`src/rtl/curkey_pkg.sv`:
```
package curkey_pkg;
   localparam int unsigned PIX_W_DEF = 24;
   localparam int unsigned SEL_W_DEF = 5;

   typedef enum logic [1:0] {
      SRC_PASS  = 2'd0,
      SRC_COL_A = 2'd1,
      SRC_COL_B = 2'd2
   } src_sel_e;
endpackage

```
`src/rtl/curkey_match.sv`:
```
module curkey_match #(
   parameter int unsigned PIX_W = 24
) (
   input  logic [PIX_W-1:0] pix,
   input  logic [PIX_W-1:0] key,
   input  logic [PIX_W-1:0] mask,
   output logic             hit
);
   logic [PIX_W-1:0] diff;

   for (genvar i = 0; i < PIX_W; i++) begin : g_bit
      assign diff[i] = (pix[i] ^ key[i]) & mask[i];
   end

   assign hit = (diff == '0);
endmodule

```
`src/rtl/curkey_bitpick.sv`:
```
module curkey_bitpick #(
   parameter int unsigned PIX_W = 24,
   parameter int unsigned SEL_W = 5
) (
   input  logic [PIX_W-1:0] pix,
   input  logic [SEL_W-1:0] sel,
   output logic             bit_val
);
   localparam int unsigned SPAN = 1 << SEL_W;

   initial begin
      if (SEL_W < 1 || SEL_W > 16)
         $error("curkey_bitpick: SEL_W out of range");
   end

   generate
      if (SPAN > PIX_W) begin : g_guarded
         // The index can point past the top bit; such values read as 0.
         logic [SPAN-1:0] padded;
         assign padded  = {{(SPAN-PIX_W){1'b0}}, pix};
         assign bit_val = padded[sel];
      end else begin : g_direct
         // Every index value is in range.
         assign bit_val = pix[sel];
      end
   endgenerate
endmodule

```
`src/rtl/curkey_subst.sv`:
```
module curkey_subst
   import curkey_pkg::*;
#(
   parameter int unsigned PIX_W = PIX_W_DEF,
   parameter int unsigned SEL_W = SEL_W_DEF
) (
   input  logic             clk,
   input  logic             rst,
   input  logic [PIX_W-1:0] pix_in,
   input  logic             pix_in_vld,
   input  logic [PIX_W-1:0] key_val,
   input  logic [PIX_W-1:0] key_mask,
   input  logic [SEL_W-1:0] bit_sel,
   input  logic [PIX_W-1:0] color_a,
   input  logic [PIX_W-1:0] color_b,
   output logic [PIX_W-1:0] pix_out,
   output logic             pix_out_vld
);
   initial begin
      if (PIX_W < 1 || PIX_W > 64)
         $error("curkey_subst: PIX_W out of range");
   end

   logic     hit;
   logic     pick;
   src_sel_e src;
   logic [PIX_W-1:0] nxt_pix;

   curkey_match #(.PIX_W(PIX_W)) u_match (
      .pix  (pix_in),
      .key  (key_val),
      .mask (key_mask),
      .hit  (hit)
   );

   curkey_bitpick #(.PIX_W(PIX_W), .SEL_W(SEL_W)) u_pick (
      .pix     (pix_in),
      .sel     (bit_sel),
      .bit_val (pick)
   );

   always_comb begin
      if (!hit)      src = SRC_PASS;
      else if (pick) src = SRC_COL_B;
      else           src = SRC_COL_A;
   end

   always_comb begin
      unique case (src)
         SRC_COL_A: nxt_pix = color_a;
         SRC_COL_B: nxt_pix = color_b;
         default:   nxt_pix = pix_in;
      endcase
      if (!pix_in_vld) nxt_pix = '0;
   end

   always_ff @(posedge clk) begin
      if (rst) begin
         pix_out     <= '0;
         pix_out_vld <= 1'b0;
      end else begin
         pix_out     <= nxt_pix;
         pix_out_vld <= pix_in_vld;
      end
   end


   reset_clear_chk: assert property (@(posedge clk) rst |=> (pix_out == '0 && !pix_out_vld));

   vld_delay_chk: assert property (@(posedge clk) disable iff (rst) pix_out_vld == $past(pix_in_vld) || $past(rst));

   pass_chk: assert property (@(posedge clk) disable iff (rst)
      (pix_in_vld && ((pix_in ^ key_val) & key_mask) != '0) |=> pix_out == $past(pix_in));

   col_a_chk: assert property (@(posedge clk) disable iff (rst)
      (pix_in_vld && ((pix_in ^ key_val) & key_mask) == '0 && (bit_sel < PIX_W) && !pix_in[bit_sel])
      |=> pix_out == $past(color_a));

   oor_chk: assert property (@(posedge clk) disable iff (rst)
      (pix_in_vld && ((pix_in ^ key_val) & key_mask) == '0 && (bit_sel >= PIX_W))
      |=> pix_out == $past(color_a));

   idle_zero_chk: assert property (@(posedge clk) disable iff (rst) !pix_in_vld |=> pix_out == '0);
endmodule

```
`config.mk`:
```
export PLATFORM = sky130hd
export DESIGN_NAME = curkey_subst
export DESIGN_NICKNAME = d
export VERILOG_FILES = /design/src/rtl/curkey_pkg.sv /design/src/rtl/curkey_match.sv /design/src/rtl/curkey_bitpick.sv /design/src/rtl/curkey_subst.sv
export SDC_FILE = /design/constraint.sdc
export NUM_CORES = 1
export LEC_CHECK = 0
export ABC_AREA = 0
export BUFFER_PORTS_ARGS = -buffer_cell sky130_fd_sc_hd__buf_2
export CELL_PAD_IN_SITES_DETAIL_PLACEMENT = 0
export CELL_PAD_IN_SITES_GLOBAL_PLACEMENT = 1
export CORE_MARGIN = 3
export CORE_UTILIZATION = 22
export DETAILED_ROUTE_END_ITERATION = 7
export GPL_TIMING_DRIVEN = 0
export HOLD_SLACK_MARGIN = 0.15
export MAX_ROUTING_LAYER = met4
export PLACE_DENSITY = 0.73
export SLEW_MARGIN = 5
export SYNTH_ARGS = -nofsm -noshare
export SYNTH_HDL_FRONTEND = slang
export SYNTH_HIERARCHICAL = 1
export SYNTH_SLANG_ARGS = --single-unit
```
`constraint.sdc`:
```
create_clock -name clk -period 1.9 [get_ports clk]
set_clock_uncertainty 0.05 [all_clocks]
set_input_delay 0.19 -clock clk [delete_from_list [all_inputs] [get_ports clk]]
set_output_delay 0.19 -clock clk [all_outputs]
set_load 0.05 [all_outputs]
```
==> metrics.yaml <==
status: "completed"
grt_pass1_wl_um: 9510
ir_drop_uv: 196
hold_path_class: "in -> reg"
clk_pin_slew_ps: 90
diodes: 0
synth_most_common_cell: "mux2i_1"
synth_ff_type: "dfxtp_1"
syn_to_final_growth_pct: 56.5
synthArstFlopShare_pct: 0
cp.arrival_ps: 1940
viasPerCell: 4.42
cts_max_level: 1
regArea_um2: 500
synth-seq-area-share_pct: 30.1
gr-total-overflow: 0
nFillCells: 819
dr.pass1.iters: 4
yosysWarnings: 6
multi_input_area_um2: 1070
synthTopCellsByArea: "dfxtp_1, mux2i_1, xor2_1"
core.rowCount: 31
p_per_area_nw_per_um2: 551
crit_fanout: 10
clock_path_buffers: 2
io_buffers: 151
routabilityCongestion: 0.725
setup_viol_count_final: 0
clock_sinks: 25
die_w_um: 93.0
num_vias: 1884
ys_seq_elements: 25
crit_type: "in -> reg"
netlist.area_leader.share_pct: 30.1
cts-root-buf: "clkbuf_8"
cp-end-kind: "flip-flop"
syn-num-nets: 299
dieArea_um2: 8640
cts_tree: "done"
hold_ws_ps: 160
synth_commonest_cells: "mux2i_1, nor2_1, dfxtp_1, a211oi_1, xor2_1"
slew_viol_final: 0
slew_headroom_pct: 67.5
drt_iter0_markers: 38
dp_cells: 421
core_region_area_um2: 7290
final_hold_viol_count: 0
final_nets: 456
synth_area_per_cell_um2: 9.73
max_cap_violations: 0
worst_pin_slew_ps: 488
postRouteAntennaNets: 0
drt-total-wl_um: 6430
drive_gt1_share_pct: 53.8
fin_crit_ps: 1800
cp-start-kind: "input port"
die_y_um: 93.0
critPathRequiredTime_ps: 2040
synth_area_um2: 1660
fmax_mhz: 556
wl_per_cell_um: 15.1
hpwl_um: 5530
io_pins: 153
numCtsBuffers: 3
ys_types: 24
grt_setup_unrepaired: "false"
grt_max_degree: 14
fin_cells: 426
period_share_pct: 94.6
syn_inst: 171
antenna_found_initial: 0
p_leak_nw: 1.35
grt_pass1_vias: 1846
start_util_pct: 22.8
synth_edf_count: 0
drc: 0
track_usage_pct: 14.8
synth_area_leader_cell: "dfxtp_1"
==> sequential cells by signal, indices dropped and copies added (netlist names) <==
register and cells:
pix_out 24, pix_out_vld 1
==> worst max-delay path: stages <==
cell      delay, ps
buf_4           120
mux4_2          500
mux2_2          280
nand3_2          70
nand4_1         100
buf_6           170
buf_12          150
mux2i_1         120
a211oi_1        230
==> cell families after synthesis <==
| kind of cell | after synthesis | share of synthesized area [%] |
|---|---|---|
| AOI/OAI and AO/OA | 39 | 17.6 |
| xor gates and xnor gates | 24 | 12.6 |
| buffers and inverters | 14 | 5.94 |
| DFF | 25 | 30.1 |
| muxes | 33 | 23.4 |
| and+or+nand+nor | 36 | 10.4 |
==> final timing paths <==
path / cells after the start / from / slack, ps / to
worst min-delay path: 3 / pix_in[11] / 160 / pix_out[11]
worst max-delay path: 9 / bit_sel[0] / 100 / pix_out[6]
==> power by group <==
group / internal [mW] / total, mW / switching (mW)
registers: 0.545 / 0.550 / 0.00450
clock network: 0.150 / 0.329 / 0.179
logic: 0.265 / 0.557 / 0.292
==> layout by cell type (no fill, tap or decap) <==
cell,synthesis,layout
buf_6,1,1
buf_12,2,2
nand3_2,1,1
xor2_1,24,24
clkbuf_1,3,2
nand3b_1,2,2
mux2_2,1,1
o21ai_0,1,1
clkbuf_2,1,2
nor2_1,26,26
nor3_2,1,1
buf_2,4,156
buf_4,0,2
a221oi_1,2,2
mux4_2,2,4
a22oi_1,12,12
inv_1,2,2
a211oi_2,0,2
mux2i_1,28,28
clkbuf_8,0,3
dfxtp_1,25,25
and2b_2,1,1
a211oi_1,24,22
nand4_1,4,4
nand2b_1,1,1
==> stage by stage <==
stage	utilization, %	worst slack (ps)	instance area, um^2	total power, mW	TNS, ps
after floorplan	-	35.0	1660	0.885	0
final	35.7	102	2610	1.44	0
after global placement	34.9	-315	2540	1.11	-6150
after CTS	35.5	6.04	2590	1.45	0
after detailed placement	34.9	-320	2540	1.12	-6360
after global routing	35.7	3.20	2610	1.52	0
==> area by class of cell <==
| class | instances | share of cell area [%] |
|---|---|---|
| multi-input combinational | 132 | 41.0 |
| clock buffer | 4 | 1.73 |
| tap | 99 | 4.76 |
| buffer | 12 | 3.65 |
| sequential | 25 | 19.2 |
| inverter | 2 | 0.288 |
| timing repair buffer | 152 | 29.4 |
==> routing by layer <==
layer	vias up	part of all wire, %	track usage, %
met2	79	49	25.4
met3	5	7.2	2.25
met4	0	1.1	3.66
met5	-	0	-
li1	945	-	-
met1	855	42	18.2
==> timing repair <==
action,CTS,global route
resized for setup,2,10
hold buffers,0,0
setup buffers,0,1
setup endpoints to repair,11,21
pin swaps,1,9
(Power assumes the default switching activity.)
